===== src/rtl/irq_fd_pkg.sv =====
package irq_fd_pkg;
    localparam int NSRC      = 3;
    localparam int SRC_WDOG  = 0;
    localparam int SRC_PFAIL = 1;
    localparam int SRC_ALARM = 2;
    localparam int CTL_HIGH  = 3;
    localparam int CTL_PULSE = 4;
    localparam int CTL_W     = 5;

    typedef enum logic [1:0] {
        ST_IDLE  = 2'd0,
        ST_LEVEL = 2'd1,
        ST_PULSE = 2'd2,
        ST_SPENT = 2'd3
    } irq_state_e;
endpackage


===== src/rtl/irq_fd_regs.sv =====
module irq_fd_regs
    import irq_fd_pkg::*;
(
    input  logic             clk,
    input  logic             rst_n,
    input  logic [NSRC-1:0]  src_evt,
    input  logic             ctl_wr,
    input  logic [CTL_W-1:0] ctl_wdata,
    input  logic             rd_active,
    input  logic             wr_en_n,
    output logic [NSRC-1:0]  flags_q,
    output logic [CTL_W-1:0] ctl_q
);
    logic rd_q;
    logic weh_q;
    logic clear_now;

    // a read is complete when the access ends and write-enable stayed inactive
    assign clear_now = rd_q & weh_q & ~rd_active;

    always_ff @(posedge clk or negedge rst_n) begin
        if (!rst_n) begin
            rd_q  <= 1'b0;
            weh_q <= 1'b0;
            ctl_q <= '0;
        end else begin
            rd_q  <= rd_active;
            weh_q <= wr_en_n;
            if (ctl_wr) ctl_q <= ctl_wdata;
        end
    end

    for (genvar i = 0; i < NSRC; i++) begin : g_flag
        always_ff @(posedge clk or negedge rst_n) begin
            if (!rst_n)          flags_q[i] <= 1'b0;
            else if (src_evt[i]) flags_q[i] <= 1'b1;
            else if (clear_now)  flags_q[i] <= 1'b0;
        end
    end
endmodule


===== src/rtl/irq_fd_timer.sv =====
module irq_fd_timer #(
    parameter int PULSE_CYC = 6554
) (
    input  logic clk,
    input  logic rst_n,
    input  logic start,
    input  logic run,
    output logic done
);
    localparam int CW = (PULSE_CYC < 2) ? 1 : $clog2(PULSE_CYC);
    localparam logic [CW-1:0] LAST = CW'(PULSE_CYC - 1);

    logic [CW-1:0] cnt;

    always_ff @(posedge clk or negedge rst_n) begin
        if (!rst_n)     cnt <= '0;
        else if (start) cnt <= '0;
        else if (run)   cnt <= cnt + 1'b1;
    end

    assign done = run & (cnt == LAST);
endmodule


===== src/rtl/irq_fd_pin.sv =====
module irq_fd_pin (
    input  logic active,
    input  logic act_high,
    input  logic in_backup,
    output logic pin_val,
    output logic pin_oe
);
    always_comb begin
        if (!in_backup && act_high) begin
            pin_oe  = 1'b1;
            pin_val = active;
        end else begin
            pin_oe  = active;
            pin_val = 1'b0;
        end
    end
endmodule


===== src/rtl/irq_flag_driver.sv =====
module irq_flag_driver
    import irq_fd_pkg::*;
#(
    parameter int PULSE_CYC = 6554
) (
    input  logic             clk,
    input  logic             rst_n,
    input  logic             wdog_evt,
    input  logic             pfail_evt,
    input  logic             alarm_evt,
    input  logic             ctl_wr,
    input  logic [CTL_W-1:0] ctl_wdata,
    input  logic             rd_active,
    input  logic             wr_en_n,
    input  logic             in_backup,
    output logic [NSRC-1:0]  flags,
    output logic             pin_val,
    output logic             pin_oe
);
    logic [NSRC-1:0]  flags_q;
    logic [CTL_W-1:0] ctl_q;
    logic [NSRC-1:0]  allow;
    logic             pending;
    logic             pulse_mode;
    logic             tmr_start;
    logic             tmr_run;
    logic             tmr_done;
    logic             irq_active;
    irq_state_e       state;
    irq_state_e       state_nx;

    irq_fd_regs u_regs (
        .clk       (clk),
        .rst_n     (rst_n),
        .src_evt   ({alarm_evt, pfail_evt, wdog_evt}),
        .ctl_wr    (ctl_wr),
        .ctl_wdata (ctl_wdata),
        .rd_active (rd_active),
        .wr_en_n   (wr_en_n),
        .flags_q   (flags_q),
        .ctl_q     (ctl_q)
    );

    // on backup power only the alarm source qualifies
    always_comb begin
        allow = '1;
        if (in_backup) begin
            allow = '0;
            allow[SRC_ALARM] = 1'b1;
        end
    end

    assign pending    = |(flags_q & ctl_q[NSRC-1:0] & allow);
    assign pulse_mode = ctl_q[CTL_PULSE];

    always_ff @(posedge clk or negedge rst_n) begin
        if (!rst_n) state <= ST_IDLE;
        else        state <= state_nx;
    end

    always_comb begin
        state_nx = state;
        unique case (state)
            ST_IDLE:  if (pending) state_nx = pulse_mode ? ST_PULSE : ST_LEVEL;
            ST_LEVEL: if (!pending || pulse_mode) state_nx = ST_IDLE;
            ST_PULSE: if (tmr_done) state_nx = ST_SPENT;
            ST_SPENT: if (!pending || !pulse_mode) state_nx = ST_IDLE;
            default:  state_nx = ST_IDLE;
        endcase
    end

    always_comb begin
        irq_active = (state == ST_LEVEL) || (state == ST_PULSE);
        tmr_run    = (state == ST_PULSE);
        tmr_start  = (state == ST_IDLE) && (state_nx == ST_PULSE);
    end

    irq_fd_timer #(.PULSE_CYC(PULSE_CYC)) u_timer (
        .clk   (clk),
        .rst_n (rst_n),
        .start (tmr_start),
        .run   (tmr_run),
        .done  (tmr_done)
    );

    irq_fd_pin u_pin (
        .active    (irq_active),
        .act_high  (ctl_q[CTL_HIGH]),
        .in_backup (in_backup),
        .pin_val   (pin_val),
        .pin_oe    (pin_oe)
    );

    assign flags = flags_q;
endmodule


===== config.mk =====
export PLATFORM = sky130hd
export DESIGN_NAME = irq_flag_driver
export DESIGN_NICKNAME = d
export VERILOG_FILES = /design/src/rtl/irq_fd_pkg.sv /design/src/rtl/irq_fd_regs.sv /design/src/rtl/irq_fd_timer.sv /design/src/rtl/irq_fd_pin.sv /design/src/rtl/irq_flag_driver.sv
export SDC_FILE = /design/constraint.sdc
export NUM_CORES = 1
export LEC_CHECK = 0
export BUFFER_PORTS_ARGS = -buffer_cell sky130_fd_sc_hd__buf_2
export CAP_MARGIN = 20
export CELL_PAD_IN_SITES_DETAIL_PLACEMENT = 0
export CELL_PAD_IN_SITES_GLOBAL_PLACEMENT = 1
export CORE_MARGIN = 1
export CORE_UTILIZATION = 36
export DETAILED_ROUTE_END_ITERATION = 10
export PLACE_DENSITY = 0.77
export SYNTH_ARGS = -nofsm -noshare
export SYNTH_HDL_FRONTEND = slang
export SYNTH_SLANG_ARGS = --single-unit

===== constraint.sdc =====
create_clock -name clk -period 5.9 [get_ports clk]
set_input_delay 0.885 -clock clk [delete_from_list [all_inputs] [get_ports clk]]
set_output_delay 0.885 -clock clk [all_outputs]
set_load 0.02 [all_outputs]

## After elaboration in Yosys (flattened, before gate mapping)

Index checks and enable logic that the tools add are counted.
Widths: inputs -> output; s select.

| word-level totals | value |
|---|---|
| bits in registers | 25 |
| latch bits | 0 |
| bits in writable memories | 0 |
| ROM bits | 0 |
| input bits | 14 |
| output and inout bits | 5 |
| logic and storage cells | 49 |
| memories | 0 |

| operators by class | value |
|---|---|
| add/sub/neg operators | 1 |
| multiply operators | 0 |
| div/mod/pow operators | 0 |
| magnitude comparators | 0 |
| equality and inequality tests | 5 |
| shifts and indexed selects | 0 |
| mux-type cells | 15 |
| bitwise gates (word level) | 6 |
| reduce and logical (&&, ||, !) cells | 14 |

Operators by type and width:

| kind | number |
|---|---|
| $mux 13 | 2 |
| $add 13x1->13 const B | 1 |
| $eq 13x13->1 const B | 1 |
| $mux 2 | 6 |
| $pmux 2 s4 | 1 |
| $reduce_bool 2->1 | 4 |
| $and 3x3->3 | 2 |
| $eq 2x2->1 const B | 3 |
| $mux 1 | 6 |
| $and 1x1->1 | 3 |
| $logic_not 1->1 | 3 |
| $logic_or 1x1->1 | 3 |
| $reduce_or 3->1 | 1 |
| $eq 2x1->1 const B | 1 |
| $logic_and 1x1->1 | 2 |
| $logic_not 2->1 | 1 |
| $not 1->1 | 1 |

## Logic depth before layout (Yosys ltp)

Gate-level depths: netlist (run 1).

| depth | value |
|---|---|
| depth in word-level cells | 10 |
| gate-level depth with buffers | 8 |
| mapped depth without buffers | 7 |

## By module

A second synthesis (run 1) with hierarchy kept.

| unflattened totals | value |
|---|---|
| cells, all modules | 120 |
| area total of the unflattened synthesis | 1292.5 µm² |

Modules (own cells, without submodules):

| module | instances | cells each | area an instance (µm²) | sequential area each (µm²) |
|---|---|---|---|---|
| irq_fd_timer | 1 | 70 | 695.7 | 325.3 |
| irq_fd_regs | 1 | 19 | 336.6 | 250.2 |
| irq_flag_driver | 1 | 28 | 242.7 | 50.0 |
| irq_fd_pin | 1 | 3 | 17.5 | 0.0 |

## Least setup slack after synthesis (run 1)

No wires, ideal clock.

| path | value |
|---|---|
| kind | input to output |
| start point | input in_backup |
| end point | output pin_val |
| arrival time | 1.176 ns |
| required time | 5.015 ns |
| slack | 3.839 ns |
| stages | 2 |
| buffers on the path | 0 |
| cells stage by stage | inv_1 > and3_1 |

| between the ends | value |
|---|---|
| longest elaborated chain between the ends | 3 |

Ends and longest elaborated chain:

| what | line | source |
|---|---|---|
| start: declaration | irq_flag_driver.sv:15 | `input logic in_backup,` |
| $logic_not 1->1 | irq_fd_pin.sv:9 | `if (!in_backup && act_high) begin` |
| $logic_and 1x1->1 | irq_fd_pin.sv:9 |  |
| $mux 1 | irq_fd_pin.sv:9 |  |
| end: declaration | irq_flag_driver.sv:17 | `output logic pin_val,` |

No other way between the ends.

## Worst setup path after layout (run 1)

| path | value |
|---|---|
| start point | register state[0] |
| end point | output pin_val |

| between the ends | value |
|---|---|
| longest elaborated chain between the ends | 3 |
| elaborated cells between the ends (all ways) | 4 |
| classes of those cells | 2 x eq/ne; 1 x mux; 1 x reduce/logical |

Ends and longest elaborated chain:

| what | line | source |
|---|---|---|
| start: declaration | irq_flag_driver.sv:29 | `irq_state_e state;` |
| start signal: assignment | irq_flag_driver.sv:58 | `else state <= state_nx;` |
| $eq 2x1->1 / $eq 2x2->1 (equally long branches) | irq_flag_driver.sv:73 | `irq_active = (state == ST_LEVEL) \|\| (state == ST_PULSE);` |
| $logic_or 1x1->1 * | irq_flag_driver.sv:73 |  |
| $mux 1 * | irq_fd_pin.sv:9 |  |

Every way passes the cells marked *; elsewhere a longest branch is shown, timed or not.

==> results.md, run 1 <==
- DRT iter0 DRCs: 20
- Max Clock Freq: 0.410 GHz
- Routability Congestion: 0.735
- Run status: complete, no violations
- Most used DFF post-synth: dfrtp_1
- Commonest non-fill, non-tap cell in the layout: dfrtp_1
- Max-Slew Margin vs Limit: 0.451
- Yosys top cell area share: 0.489
- Clk sinks: 25
- Syn Inst Count: 114
- Critical Path RT: 5.02 ns
- Final setup fails: 0
- Core area: 0.00336 sq mm
- Worst skew pair latency: 0.31 ns
- Via count: 886
- Pins Over Slew Limit: 0
- Arrival time worst endpoint: between 1.5 and 2 ns
- Antenna Cells: 0
- CTS max path bufs: 2
- Vias in the first global route: approximately 900
- H-tree Lvls: 1
- Synthesized area: 0.00128 sq mm
- I/O Buffers: 18
- Die area: 0.00380 sq mm
- CTS tree: done
- Hold WC Path Type: reg -> reg
- Largest net degree at the start of global routing: 26
- Syn. warnings: 0
- Worst-margin pin slew: roughly 0.82 ns
- Period utilization: 0.413
- Startpoint Class: register
- Power Dens Cells: ~410 mW/mm^2
- P&R area growth vs syn: 12.6%
- CP peak stage delay: 0.47 ns
- Critical path endpoint category: primary output
- TritonRoute pass-1 iters: 4
- Root buf cell: clkbuf_4
- Hold buffers post-CTS: 0
- Post-CTS Setup Repair Bufs: 0
- Max-Cap Viols: 0
- Ys async rst share: 1.00
- Via density: about 4.9
- Top area cells in the synthesized netlist: dfrtp_1 (49%), ha_1 (6.8%), xor2_1 (6.2%)
- DRC: 0
- Gr ovfl total: 0
- Initial antenna violation count: 0
- Avg Synthesized Cell Area: 11.2 sq um
- Final wirelength: 2340 microns
- Slowest library cell on the worst path: dfrtp_1
- Commonest non-fill, non-tap cells in the layout: dfrtp_1 (25), buf_2 (18), nor2_1 (15)
- Fraction of layout cells with a size suffix above 1: 0.269
- VDD IR max: 0.145 mV
- Die Wd: roughly 62 microns
- WS Path Type: reg -> out
- Hold_ws: 0.525 ns
- Worst-path maximum fanout: 6
- Register area share after synthesis: 0.489
- Fin crit period: 2.44 ns
- Setup Skew: between 0.002 and 0.0025 ns
- Syn nets: 135
- HPWL after DPL: 1740 microns
- Nets: between 150 and 200
- Post-synthesis register bit count: 25
- GRT Util Overall: 0.144
- WL/cell: 13.0 microns
- CTS clk-pin slew, worst paths: 0.13 ns
- Post-synthesis cell type count: 31
- Pleak: 0.648 nW
- Area leader, netlist: dfrtp_1
- Unrepaired setup endpoints after global routing: no
- Global-route wire length before repair: 3860 microns
- Setup TNS: 0 ns
- CP cell instances: inv_1 > ha_1 > and3_1 > buf_2
- Initial cell density of the core: 0.381
- Antenna-violating nets left: 0
- Die height: 61.6 microns
- Fin. Hold Viols: 0
- EDFF count, synth: 0
- FP Rows: 21
- CTS Buf Count: 3
- Ports: 19
- Post-cts sizing count: 0
==> critical path: cells and delay by family (launching register included) <==
| kind | cells | cell delay, ns |
|---|---|---|
| flops | 1 | 0.47 |
| simple gates | 1 | 0.18 |
| fa+ha+maj | 1 | 0.32 |
| buf+inv | 2 | 0.27 |
==> layer usage <==
metal,vias to the layer above,share of wire,track usage
met5,-,0,0
met4,0,0.012,0.0571
met3,4,0.036,0.0315
met2,24,0.49,0.255
met1,427,0.46,0.168
li1,431,-,-
==> where the power goes <==
group	internal, mW	switching [mW]
registers	0.224	0.0609
logic	0.104	0.131
clock network	0.0259	0.0511
total	0.354	0.243
==> cells in the mapped netlist (all sizes together), types with 3 or more instances <==
master  instances
xnor2           3
mux2            6
nand2           7
inv             6
nand4           5
xor2            9
nor2           16
dfrtp          25
and3            3
a21o            5
ha              7
==> sequential cells by signal, summed over array words and instances, names as in the netlist <==
signal,cells
u_regs.flags_q,3
u_regs.ctl_q,5
state,2
u_regs.weh_q,1
u_regs.rd_q,1
u_timer.cnt,13
==> area by class of cell <==
class,instances,area (sq um)
well taps,46,57.6
inverters,6,22.5
clock buffers,3,22.5
fillers,369,1920
multi-input cells,81,616
repair buffers,18,90.1
flip-flops and latches,25,626
clock inverters,1,7.51
==> kinds of logic after synthesis <==
family / count (synthesis) / synth area share
AO/OA/AOI/OAI: 14 / 0.108
XOR/XNOR: 12 / 0.0821
adder cells (fa/ha/maj): 7 / 0.0684
buffers and inverters: 8 / 0.0303
flip-flops: 25 / 0.489
multiplexers: 7 / 0.0606
AND/OR/NAND/NOR: 41 / 0.161
==> worst paths after layout <==
| kind | from | endpoint | slack [ns] | cells past startpoint |
|---|---|---|---|---|
| worst min-delay path | u_regs.ctl_q[2] | u_regs.ctl_q[2] | 0.52 | 1 |
| max in group asynchronous | rst_n | state[0] | 4.99 | 1 |
| worst min register to register | u_regs.ctl_q[2] | u_regs.ctl_q[2] | 0.52 | 1 |
| min in group asynchronous | rst_n | u_timer.cnt[3] | 0.54 | 1 |
| worst max register to register | state[0] | u_timer.cnt[2] | 3.47 | 6 |
| worst max-delay path | state[0] | pin_val | 3.46 | 4 |
==> through the flow <==
stage / std cells / cell area, sq um / total power, mW / util / setup WS [ns]
after CTS: 180 / 1440 / 0.606 / 0.429 / 3.43
final: 180 / 1440 / 0.597 / 0.429 / 3.46
after global routing: 180 / 1440 / 0.648 / 0.429 / 3.27
after detailed placement: 176 / 1410 / 0.524 / 0.420 / 3.42
after floorplan: 114 / 1280 / 0.467 / - / 3.84
after global placement: 176 / 1410 / 0.510 / 0.420 / 3.47
(Power assumes the default switching activity.)
==> run 2, diff against run 1 <==
--- a/config.mk
+++ b/config.mk
@@ -5,6 +5,7 @@
 export SDC_FILE = /design/constraint.sdc
 export NUM_CORES = 1
 export LEC_CHECK = 0
+export ABC_AREA = 1
 export BUFFER_PORTS_ARGS = -buffer_cell sky130_fd_sc_hd__buf_2
 export CAP_MARGIN = 20
 export CELL_PAD_IN_SITES_DETAIL_PLACEMENT = 0
@@ -12,7 +13,7 @@
 export CORE_MARGIN = 1
 export CORE_UTILIZATION = 36
 export DETAILED_ROUTE_END_ITERATION = 10
-export PLACE_DENSITY = 0.77
+export PLACE_DENSITY = 0.79
 export SYNTH_ARGS = -nofsm -noshare
 export SYNTH_HDL_FRONTEND = slang
 export SYNTH_SLANG_ARGS = --single-unit
==> constraint.sdc (replaced) <==
create_clock -name clk -period 2.46 [get_ports clk]
set_input_delay 0.369 -clock clk [delete_from_list [all_inputs] [get_ports clk]]
set_output_delay 0.369 -clock clk [all_outputs]
set_load 0.02 [all_outputs]
==> run 2 against run 1 <==
Count of clock-buffer cells in the layout is the same; sequential cell count stayed put; utilization down 1.1 points; wire length rose by 5.6%; highest routed layer unchanged; non-clock buffer count unchanged; combinational power rose by 120%; clock skew up 0.0023 ns.
==> results.md, run 2 <==
- Flop-to-flop setup slack: approximately 0.58 ns
- Critical Path RT: approximately 2.1 ns
- Top area cells in the synthesized netlist: dfrtp_1 (42%), nand2_1 (8.0%), inv_1 (7.3%)
- Pre-CTS WS: 0.590 ns
- Most used DFF post-synth: dfrtp_1
- Critical path endpoint category: primary output
- DRT iter0 DRCs: 29
- Worst-margin pin slew: 0.558 ns
- Vias in the first global route: 1110
- Die area: 0.00441 sq mm
- Initial antenna violation count: 0
- Via count: roughly 1100
- Nets: approximately 220
- Commonest non-fill, non-tap cell in the layout: nand2_1
- I/O Buffers: 18
- Hold buffers post-CTS: 0
- Post-cts sizing count: 0
- Global-route wire length before repair: 4640 microns
- TritonRoute pass-1 iters: 4
- Avg Synthesized Cell Area: 8.45 sq um
- Largest net degree at the start of global routing: 26
- Biggest register: u_timer.cnt
- Layout fillers: approximately 400
- Hold WC Path Type: in -> async
- Worst-path maximum fanout: 4
- GRT Util Overall: 0.136
- Die height: 66.4 microns
- CTS max path bufs: 2
- Run status: complete, no violations
- Root buf cell: clkbuf_8
- Final wirelength: 2470 microns
- Via density: 4.40
- Power Dens Cells: 790 mW/mm^2
- Max reg flops: 13
- FP Rows: 23
- Antenna Cells: 0
- Fraction of layout cells with a size suffix above 1: 0.291
- Pleak: roughly 0.93 nW
- Ys async rst share: 1.00
- Post-synthesis cell type count: 26
- Initial cell density of the core: 0.374
- Final Cell Area: 0.00167 sq mm
- WL/cell: 10.0 microns
- Synthesized area: between 0.001 and 0.0015 sq mm
- Clk sinks: 25
- Yosys top cell area share: 0.418
- EDFF count, synth: 0
- Post-CTS Setup Repair Bufs: 0
- Core area: 0.00400 sq mm
- Max Clock Freq: 0.530 GHz
- Ports: 19
- Arrival time worst endpoint: 1.52 ns
- Startpoint Class: register
- Commonest non-fill, non-tap cells in the layout: nand2_1 (32), inv_1 (29), dfrtp_1 (25)
- Syn Inst Count: 177
- Routability Congestion: 0.772
- Fin crit period: between 1.5 and 2 ns
- Setup Skew: around 0.0047 ns
- Largest registers: u_timer.cnt: 13 flops, u_regs.ctl_q: 5 flops, u_regs.flags_q: 3 flops
- Max-Slew Margin vs Limit: 0.628
- Final setup fails: 0
- Max-Cap Viols: 0
- Syn. warnings: 0
- Pins Over Slew Limit: 0
- Fin. Hold Viols: 0
- Period utilization: 0.768
- Syn nets: approximately 200
- CTS Buf Count: 3
- HPWL after DPL: 1900 microns
- Antenna-violating nets left: 0
- CTS clk-pin slew, worst paths: 0.09 ns
- CTS tree: done
- Gr ovfl total: 0
- Synth top cells by count: nand2_1 (32), inv_1 (29), dfrtp_1 (25), inv_2 (12), nand2_2 (12)
- Setup TNS: 0 ns
- Top-count cell post-synth: nand2_1
- DRC: 0
- Unrepaired setup endpoints after global routing: no
- VDD IR max: 0.305 mV
- Placed cell area: about 0.0016 sq mm
- H-tree Lvls: 1
- WS Path Type: reg -> out
- Register area share after synthesis: 0.418
- Worst skew pair latency: 0.27 ns
- Layout Utilization: 0.417
- Final worst setup slack: 0.572 ns
- Post-synthesis register bit count: 25
- Die Wd: 66.4 microns
- Area leader, netlist: dfrtp_1
- P&R area growth vs syn: 11.6%
[run 2: changes by cell type after synthesis, moves of 5 or more]
cell	previous run	this run
inv_1	6	29
inv_2	0	12
nand2_1	7	32
nand2_2	0	12
nand3_1	2	7
nor2_1	15	10
o21ai_0	0	5
[run 2: cell type report]
| class | count | area (sq um) | share of cell area |
|---|---|---|---|
| clock inverters | 1 | 8.76 | 0.00525 |
| clock buffers | 3 | 41.3 | 0.0247 |
| multi-input cells | 106 | 679 | 0.407 |
| inverters | 43 | 161 | 0.0967 |
| well taps | 50 | 62.6 | 0.0375 |
| flip-flops and latches | 25 | 626 | 0.375 |
| repair buffers | 18 | 90.1 | 0.0540 |
[run 2: worst paths after layout]
path | depth (start not counted) | end | startpoint
setup / recovery | 5 | pin_val | state[1]
hold / removal | 1 | u_timer.cnt[10] | rst_n
setup reg to reg | 9 | u_timer.cnt[6] | state[0]
hold reg to reg | 1 | u_regs.ctl_q[2] | u_regs.ctl_q[2]
max in group asynchronous | 1 | u_regs.ctl_q[4] | rst_n
min in group clk | 1 | u_regs.weh_q | wr_en_n
[run 2: critical path, stage by stage, from the launching register on]
cell and delay [ns]:
dfrtp_1 0.44, inv_1 0.14, ha_1 0.31, inv_1 0.05, nor3_1 0.12, buf_2 0.19
[run 2: logic make-up after synthesis]
logic type	Yosys count	share of synthesized area
muxes	3	0.0226
AOI/OAI and AO/OA	10	0.0469
buffers and inverters	46	0.127
and+or+nand+nor	76	0.268
adders and majority gates	7	0.0586
DFF	25	0.418
xor gates and xnor gates	10	0.0586
[run 2: per-layer routing]
layer,track usage,up-vias,part of all wire
li1,-,570,-
met2,0.236,14,0.46
met4,0.0239,0,0.0032
met5,0,-,0
met1,0.173,496,0.51
met3,0.0310,2,0.022
[run 2: where the power goes]
group	switching, mW	internal [mW]
clock network	0.138	0.119
logic	0.334	0.188
registers	0.0700	0.470
[run 2: metrics by stage]
step / std cells / total power [mW] / hold slack, ns
2_1_floorplan: 177 / 0.975 / 0.0734
3_3_place_gp: 242 / 1.07 / 0.397
3_5_place_dp: 242 / 1.07 / 0.399
4_1_cts: 246 / 1.34 / 0.0905
5_1_grt: 246 / 1.43 / 0.117
6_report: 246 / 1.32 / 0.0704
